[src/rtl/sr_pkg.sv]
// Shared types for the status/protection guard.
// Assumes a status byte of eight bits with the field positions below.
package sr_pkg;
    typedef enum logic [2:0] {
        REQ_NONE = 3'd0,
        REQ_PROG = 3'd1,
        REQ_SECT = 3'd2,
        REQ_BULK = 3'd3,
        REQ_SRWR = 3'd4
    } req_e;

    localparam int STAT_BUSY_BIT = 0;
    localparam int STAT_WEL_BIT  = 1;
    localparam int STAT_LVL_LSB  = 2;
    localparam int STAT_LOCK_BIT = 7;
endpackage

[src/rtl/wp_range_decode.sv]
// Decides whether an address falls in the region fenced by the protect level.
// Level 0 fences nothing, the top level fences all, level n fences the upper
// 2^(n-1) sectors. Assumes the sector number is the top SECTOR_W address bits.
module wp_range_decode #(
    parameter int ADDR_W   = 24,
    parameter int SECTOR_W = 7,
    parameter int LVL_W    = 3
) (
    input  logic [ADDR_W-1:0] addr_i,
    input  logic [LVL_W-1:0]  level_i,
    output logic              hit_o
);
    localparam int LEVELS  = 1 << LVL_W;
    localparam int SECTORS = 1 << SECTOR_W;

    logic [SECTOR_W-1:0] sector;
    logic [LEVELS-1:0]   level_hit;

    // Sector index taken from the top of the address.
    assign sector = addr_i[ADDR_W-1 -: SECTOR_W];

    // One comparator per level; the level selects which one counts.
    for (genvar v = 0; v < LEVELS; v++) begin : g_level
        if (v == 0) begin : g_none
            assign level_hit[v] = 1'b0;
        end else if (v == LEVELS - 1 || (v - 1) >= SECTOR_W) begin : g_all
            assign level_hit[v] = 1'b1;
        end else begin : g_top
            localparam int FIRST = SECTORS - (1 << (v - 1));
            assign level_hit[v] = ({1'b0, sector} >= (SECTOR_W + 1)'(FIRST));
        end
    end

    assign hit_o = level_hit[level_i];
endmodule

[src/rtl/wp_request_judge.sv]
// Picks one pending change request by fixed priority and decides whether it
// may proceed. Purely combinational; assumes status fields come from registers.
module wp_request_judge
    import sr_pkg::*;
#(
    parameter int LVL_W = 3
) (
    input  logic             prog_req_i,
    input  logic             sect_req_i,
    input  logic             bulk_req_i,
    input  logic             srwr_req_i,
    input  logic             wel_i,
    input  logic             busy_i,
    input  logic             lock_i,
    input  logic [LVL_W-1:0] level_i,
    input  logic             wp_n_i,
    input  logic             range_hit_i,
    output req_e             kind_o,
    output logic             act_o,
    output logic             allow_o
);
    logic hw_locked;

    // Status write outranks bulk erase, which outranks sector erase, then program.
    always_comb begin
        kind_o = REQ_NONE;
        if (srwr_req_i)      kind_o = REQ_SRWR;
        else if (bulk_req_i) kind_o = REQ_BULK;
        else if (sect_req_i) kind_o = REQ_SECT;
        else if (prog_req_i) kind_o = REQ_PROG;
    end

    assign hw_locked = lock_i & ~wp_n_i;
    assign act_o     = (kind_o != REQ_NONE) & ~busy_i;

    // Permission per request kind; every kind needs the enable latch.
    always_comb begin
        unique case (kind_o)
            REQ_PROG, REQ_SECT: allow_o = wel_i & ~range_hit_i;
            REQ_BULK:           allow_o = wel_i & (level_i == '0);
            REQ_SRWR:           allow_o = wel_i & ~hw_locked;
            default:            allow_o = 1'b0;
        endcase
    end
endmodule

[src/rtl/sr_state_regs.sv]
// Holds the status fields and the verdict pulses. Assumes the judge has
// already filtered requests arriving while busy (act_i low then).
module sr_state_regs
    import sr_pkg::*;
#(
    parameter int LVL_W = 3
) (
    input  logic             clk,
    input  logic             rst_n,
    input  logic             wren_i,
    input  logic             wrdi_i,
    input  logic             cycle_done_i,
    input  req_e             kind_i,
    input  logic             act_i,
    input  logic             allow_i,
    input  logic             new_lock_i,
    input  logic [LVL_W-1:0] new_level_i,
    output logic             lock_o,
    output logic [LVL_W-1:0] level_o,
    output logic             wel_o,
    output logic             busy_o,
    output logic             grant_o,
    output logic             deny_o
);
    // Status field and verdict update, one request per cycle.
    always_ff @(posedge clk) begin
        if (!rst_n) begin
            lock_o  <= 1'b0;
            level_o <= '0;
            wel_o   <= 1'b0;
            busy_o  <= 1'b0;
            grant_o <= 1'b0;
            deny_o  <= 1'b0;
        end else begin
            grant_o <= 1'b0;
            deny_o  <= 1'b0;
            if (busy_o) begin
                if (cycle_done_i) busy_o <= 1'b0;
            end else if (act_i) begin
                wel_o <= 1'b0;
                if (allow_i) begin
                    grant_o <= 1'b1;
                    busy_o  <= 1'b1;
                    if (kind_i == REQ_SRWR) begin
                        lock_o  <= new_lock_i;
                        level_o <= new_level_i;
                    end
                end else begin
                    deny_o <= 1'b1;
                end
            end else if (wrdi_i) begin
                wel_o <= 1'b0;
            end else if (wren_i) begin
                wel_o <= 1'b1;
            end
        end
    end

    assert_verdict_exclusive_R8: assert property (@(posedge clk) disable iff (!rst_n)
        !(grant_o && deny_o));
    assert_verdict_drops_wel_R8: assert property (@(posedge clk) disable iff (!rst_n)
        (grant_o || deny_o) |-> !wel_o);
    assert_busy_needs_grant_R8: assert property (@(posedge clk) disable iff (!rst_n)
        $rose(busy_o) |-> grant_o);
    assert_busy_silences_R10: assert property (@(posedge clk) disable iff (!rst_n)
        $past(busy_o) |-> (!grant_o && !deny_o));
    assert_fields_move_on_grant_R7: assert property (@(posedge clk) disable iff (!rst_n)
        !grant_o |-> ($stable(lock_o) && $stable(level_o)));
endmodule

[src/rtl/flash_status_guard.sv]
// Top of the status register and write-protection guard. Combines the range
// decode, the request judge and the state registers, and assembles the byte.
// Assumes strobes are single-cycle and come from an upstream command decoder.
module flash_status_guard
    import sr_pkg::*;
#(
    parameter int ADDR_W   = 24,
    parameter int SECTOR_W = 7
) (
    input  logic              clk,
    input  logic              rst_n,
    input  logic              wren_i,
    input  logic              wrdi_i,
    input  logic              prog_req_i,
    input  logic              sect_erase_req_i,
    input  logic              bulk_erase_req_i,
    input  logic              sr_write_req_i,
    input  logic [7:0]        sr_wdata_i,
    input  logic [ADDR_W-1:0] addr_i,
    input  logic              wp_n_i,
    input  logic              cycle_done_i,
    output logic [7:0]        status_o,
    output logic              grant_o,
    output logic              deny_o,
    output logic              busy_o
);
    localparam int LVL_W = 3;

    logic             range_hit;
    logic             act;
    logic             allow;
    req_e             kind;
    logic             lock_q;
    logic [LVL_W-1:0] level_q;
    logic             wel_q;

    wp_range_decode #(.ADDR_W(ADDR_W), .SECTOR_W(SECTOR_W), .LVL_W(LVL_W)) u_range (
        .addr_i  (addr_i),
        .level_i (level_q),
        .hit_o   (range_hit)
    );

    wp_request_judge #(.LVL_W(LVL_W)) u_judge (
        .prog_req_i  (prog_req_i),
        .sect_req_i  (sect_erase_req_i),
        .bulk_req_i  (bulk_erase_req_i),
        .srwr_req_i  (sr_write_req_i),
        .wel_i       (wel_q),
        .busy_i      (busy_o),
        .lock_i      (lock_q),
        .level_i     (level_q),
        .wp_n_i      (wp_n_i),
        .range_hit_i (range_hit),
        .kind_o      (kind),
        .act_o       (act),
        .allow_o     (allow)
    );

    sr_state_regs #(.LVL_W(LVL_W)) u_state (
        .clk          (clk),
        .rst_n        (rst_n),
        .wren_i       (wren_i),
        .wrdi_i       (wrdi_i),
        .cycle_done_i (cycle_done_i),
        .kind_i       (kind),
        .act_i        (act),
        .allow_i      (allow),
        .new_lock_i   (sr_wdata_i[STAT_LOCK_BIT]),
        .new_level_i  (sr_wdata_i[STAT_LVL_LSB +: LVL_W]),
        .lock_o       (lock_q),
        .level_o      (level_q),
        .wel_o        (wel_q),
        .busy_o       (busy_o),
        .grant_o      (grant_o),
        .deny_o       (deny_o)
    );

    // Status byte assembly: lock, two zero bits, level, latch, busy.
    assign status_o = {lock_q, 2'b00, level_q, wel_q, busy_o};

    assert_hw_lock_R6: assert property (@(posedge clk) disable iff (!rst_n)
        $past(status_o[7] && !wp_n_i && sr_write_req_i && !busy_o) |-> deny_o);
    assert_bulk_guard_R5: assert property (@(posedge clk) disable iff (!rst_n)
        $past(bulk_erase_req_i && !sr_write_req_i && !busy_o && (status_o[4:2] != 3'd0))
        |-> deny_o);
    assert_no_wel_deny_R3: assert property (@(posedge clk) disable iff (!rst_n)
        $past(!status_o[1] && !busy_o && (prog_req_i || sect_erase_req_i ||
              bulk_erase_req_i || sr_write_req_i)) |-> deny_o);
    assert_done_clears_R9: assert property (@(posedge clk) disable iff (!rst_n)
        $past(busy_o && cycle_done_i) |-> !busy_o);
    assert_zero_bits_R2: assert property (@(posedge clk) disable iff (!rst_n)
        status_o[6:5] == 2'b00);
endmodule

[config.mk]
export PLATFORM = sky130hd
export DESIGN_NAME = flash_status_guard
export DESIGN_NICKNAME = d
export VERILOG_FILES = /design/src/rtl/sr_pkg.sv /design/src/rtl/wp_range_decode.sv /design/src/rtl/wp_request_judge.sv /design/src/rtl/sr_state_regs.sv /design/src/rtl/flash_status_guard.sv
export SDC_FILE = /design/constraint.sdc
export NUM_CORES = 1
export LEC_CHECK = 0
export ABC_CLOCK_PERIOD_IN_PS = 3000
export BUFFER_PORTS_ARGS = -buffer_cell sky130_fd_sc_hd__buf_2
export CAP_MARGIN = 10
export CORE_AREA = 3 3 41 43
export DETAILED_ROUTE_END_ITERATION = 8
export DIE_AREA = 0 0 44 46
export HOLD_SLACK_MARGIN = 0.1
export MAX_ROUTING_LAYER = met4
export PLACE_DENSITY = 0.79
export SETUP_SLACK_MARGIN = 0.5
export SLEW_MARGIN = 20
export SYNTH_ARGS = -nofsm -noshare
export SYNTH_HDL_FRONTEND = slang
export SYNTH_SLANG_ARGS = --single-unit
[constraint.sdc]
create_clock -name clk -period 3 [get_ports clk]
set_input_delay 0.15 -clock clk [delete_from_list [all_inputs] [get_ports clk]]
set_output_delay 0.15 -clock clk [all_outputs]
set_load 0.05 [all_outputs]
==> summary.txt <==
Status
  – Status: complete, no violations

Worst setup path
  – FF-to-FF Start: u_state.level_o[2]
  – Flop-to-flop setup slack: 1530 ps
  – Worst EP required: 3130 ps
  – Crit path capture type: flop
  – R2R Path End: u_state.busy_o
  – Critical path data arrival time: 1600 ps
  – Crit path launch type: flop
  – Reg2Reg Depth: 4
  – Crit-path max FO: 6
  – Critical path type: flop to flop

Cells and area
  – Area Growth Syn to Fin: 35.0%
  – Fin nets: 120
  – Layout cells sized above 1: 51.3%
  – ANT cells: 0
  – FF+latch area: 160 µm²
  – Area of the multi-input gates: 267 µm²
  – Final core occ: 47.0%
  – Fill cell count: 141

Synthesis
  – Top-area cell type share of the netlist area: 34.5%
  – Synth Flop Type: dfxtp_1
  – Post-Syn Instances: 47
  – Ranking of synthesized cells by area: dfxtp_1 35%, mux2i_1 8.6%, buf_4 8.1%
  – Post-Syn Area: 464 µm²
  – Cell taking the most area after synthesis: dfxtp_1
  – Synthesized area per cell: 9.88 µm²
  – Commonest cells post-synth: 8 x dfxtp_1, 6 x nor2b_1, 5 x buf_4, 4 x mux2i_1
  – Post-synth ARST share: 0%
  – Sequential-to-total area share from yosys stat: 34.5%
  – Count leader, synth: dfxtp_1
  – Flops & latches, synth: 8
  – YS warnings: 0
  – EDFF count, synth: 0
  – Synth unique cells: 26

Pwr
  – Maximum VDD drop: 0.173 mV
  – Static Leak: 0.295 nW
  – Cell area power density: 367 mW/mm²

Die
  – Rows: 13
  – Core box area: 0.00133 mm²
  – Die Ht: 46 µm
  – Die outline width: 44 µm
  – Ports: 53
  – Full die area: 0.00202 mm²
  – Starting Density: 34.8%

Routing
  – Initial DRC count: 2
  – TritonRoute pass-1 iters: 4
  – DR DRC count: 0
  – Routed wire length: 1180 µm
  – Vias per std cell: 5.04
  – Via count: 459
  – Post-DR wirelength/cell: 13.0 µm
  – Post-route ant nets: 0

Global routing
  – Antenna violations before repair: 0
  – Remaining global-route overflow: 0
  – Pin count of the biggest net entering global routing: 8
  – Vias in the first global route: 437
  – First-pass GRT wire length: 1880 µm
  – GRT Total Usage: 13.6%

STA
  – Pins Over Slew Limit: 0
  – Clk_skew: 2.65 ps
  – Setup TNS: 0 ps
  – Max Clock Freq: 681 MHz
  – Final setup viols: 0
  – Final period util: 49.0%
  – RSZ-0062 raised after global routing: false
  – Final Critical Period: 1470 ps
  – Fin. Hold Viols: 0

Clock network
  – Clock transition at path regs: 60 ps
  – Clock Path Buffers: 2
  – Clk Latency, worst-skew pair: 260 ps
  – H-tree levels: 1
  – Clock tree sinks: 8
  – Total setup buffers inserted after CTS: 0
  – Cts hold-fix bufs: 1
  – CTS Root Cell: clkbuf_4
  – Num CTS Buffers: 3
  – TritonCTS clock tree: done
  – Cts repair resizes: 0

Worst hold path
  – Hold_sp: sr_wdata_i[3]
  – Sink of the worst hold path: u_state.level_o[1]
  – Hold WC Path Type: input pin to flop
  – Worst hold path depth: 3

Place
  – GP Congestion: 0.728
  – Port-buffer cells: 29
  – DPL Wire Length: 918 µm

Job
  – Total of max-cap violations: 0
critical path, stage by stage (launching register included):
cell       delay [ps]
dfxtp_1           430
o211a_1           230
nand3_2           100
a2111oi_2         420
o22ai_1           150
power breakdown:
group | internal [mW] | switching (mW)
logic | 0.0159 | 0.0211
clock network | 0.0459 | 0.0387
registers | 0.108 | 0.000575
area by class of cell:
class / instances / share of cell area, %
well taps: 15 / 2.99
inverters: 1 / 0.599
repair buffers: 30 / 24.8
clock buffers: 3 / 3.59
multi-input cells: 34 / 42.5
flip-flops and latches: 8 / 25.5
layer usage:
metal	GRT usage (%)	routed length [µm]	up-vias
li1	-	-	226
met1	15.5	505	205
met4	10.8	65	0
met5	-	0	-
met3	4.35	79	6
met2	19.2	528	22
through the flow:
step	total power [mW]	hold WS, ps	setup WS, ps	instance area (µm²)	cells
detailed placement	0.146	356	1580	594	87
CTS	0.232	150	1550	627	91
finish	0.230	155	1530	627	91
floorplan	0.131	244	1340	468	48
global route	0.238	174	1390	627	91
global placement	0.145	336	1610	594	87
logic make-up (layout without fill, tap and decap cells):
logic type | count (synthesis) | after routing | share of synthesized area, %
AOI/OAI and AO/OA | 10 | 10 | 19.9
buffers and inverters | 6 | 34 | 8.89
DFF | 8 | 8 | 34.5
muxes | 4 | 4 | 8.63
other | 1 | 2 | 0.808
and+or+nand+nor | 18 | 18 | 27.2
flip-flops by register name, indices dropped and copies added (netlist names):
register and flops:
u_state.grant_o 1, u_state.level_o 3, u_state.lock_o 1, u_state.wel_o 1, u_state.deny_o 1, u_state.busy_o 1
cell usage in the layout (no fill, tap or decap):
cell | Yosys | final
a31oi_1 | 1 | 1
nand3_2 | 1 | 1
o21ai_1 | 1 | 1
o221a_2 | 1 | 1
nand3b_2 | 1 | 1
nor3_4 | 1 | 1
a2111oi_2 | 1 | 1
a2111o_1 | 1 | 1
clkbuf_4 | 0 | 3
buf_2 | 0 | 29
nor2b_1 | 6 | 6
a21oi_2 | 1 | 1
dfxtp_1 | 8 | 8
o22ai_1 | 1 | 1
nand2b_1 | 1 | 1
inv_1 | 1 | 1
nand3b_1 | 1 | 1
dlygate4sd3_1 | 0 | 1
and3_1 | 1 | 1
conb_1 | 1 | 2
mux2i_1 | 4 | 4
nor2_1 | 2 | 2
nor3_1 | 1 | 1
o22a_1 | 1 | 1
o211a_1 | 1 | 1
or4_4 | 1 | 1
o311a_1 | 1 | 1
nand2_1 | 2 | 2
worst max-delay path by stage:
stage,start,to,slack (ps),cells past startpoint
detailed placement,u_state.level_o[2],u_state.busy_o,1580,4
CTS,u_state.level_o[2],u_state.busy_o,1550,4
finish,u_state.level_o[2],u_state.busy_o,1530,4
floorplan,u_state.level_o[2],u_state.busy_o,1340,4
global placement,u_state.level_o[2],u_state.busy_o,1610,4
global route,u_state.level_o[2],u_state.busy_o,1390,4
Power figures use the tool's default switching activity.
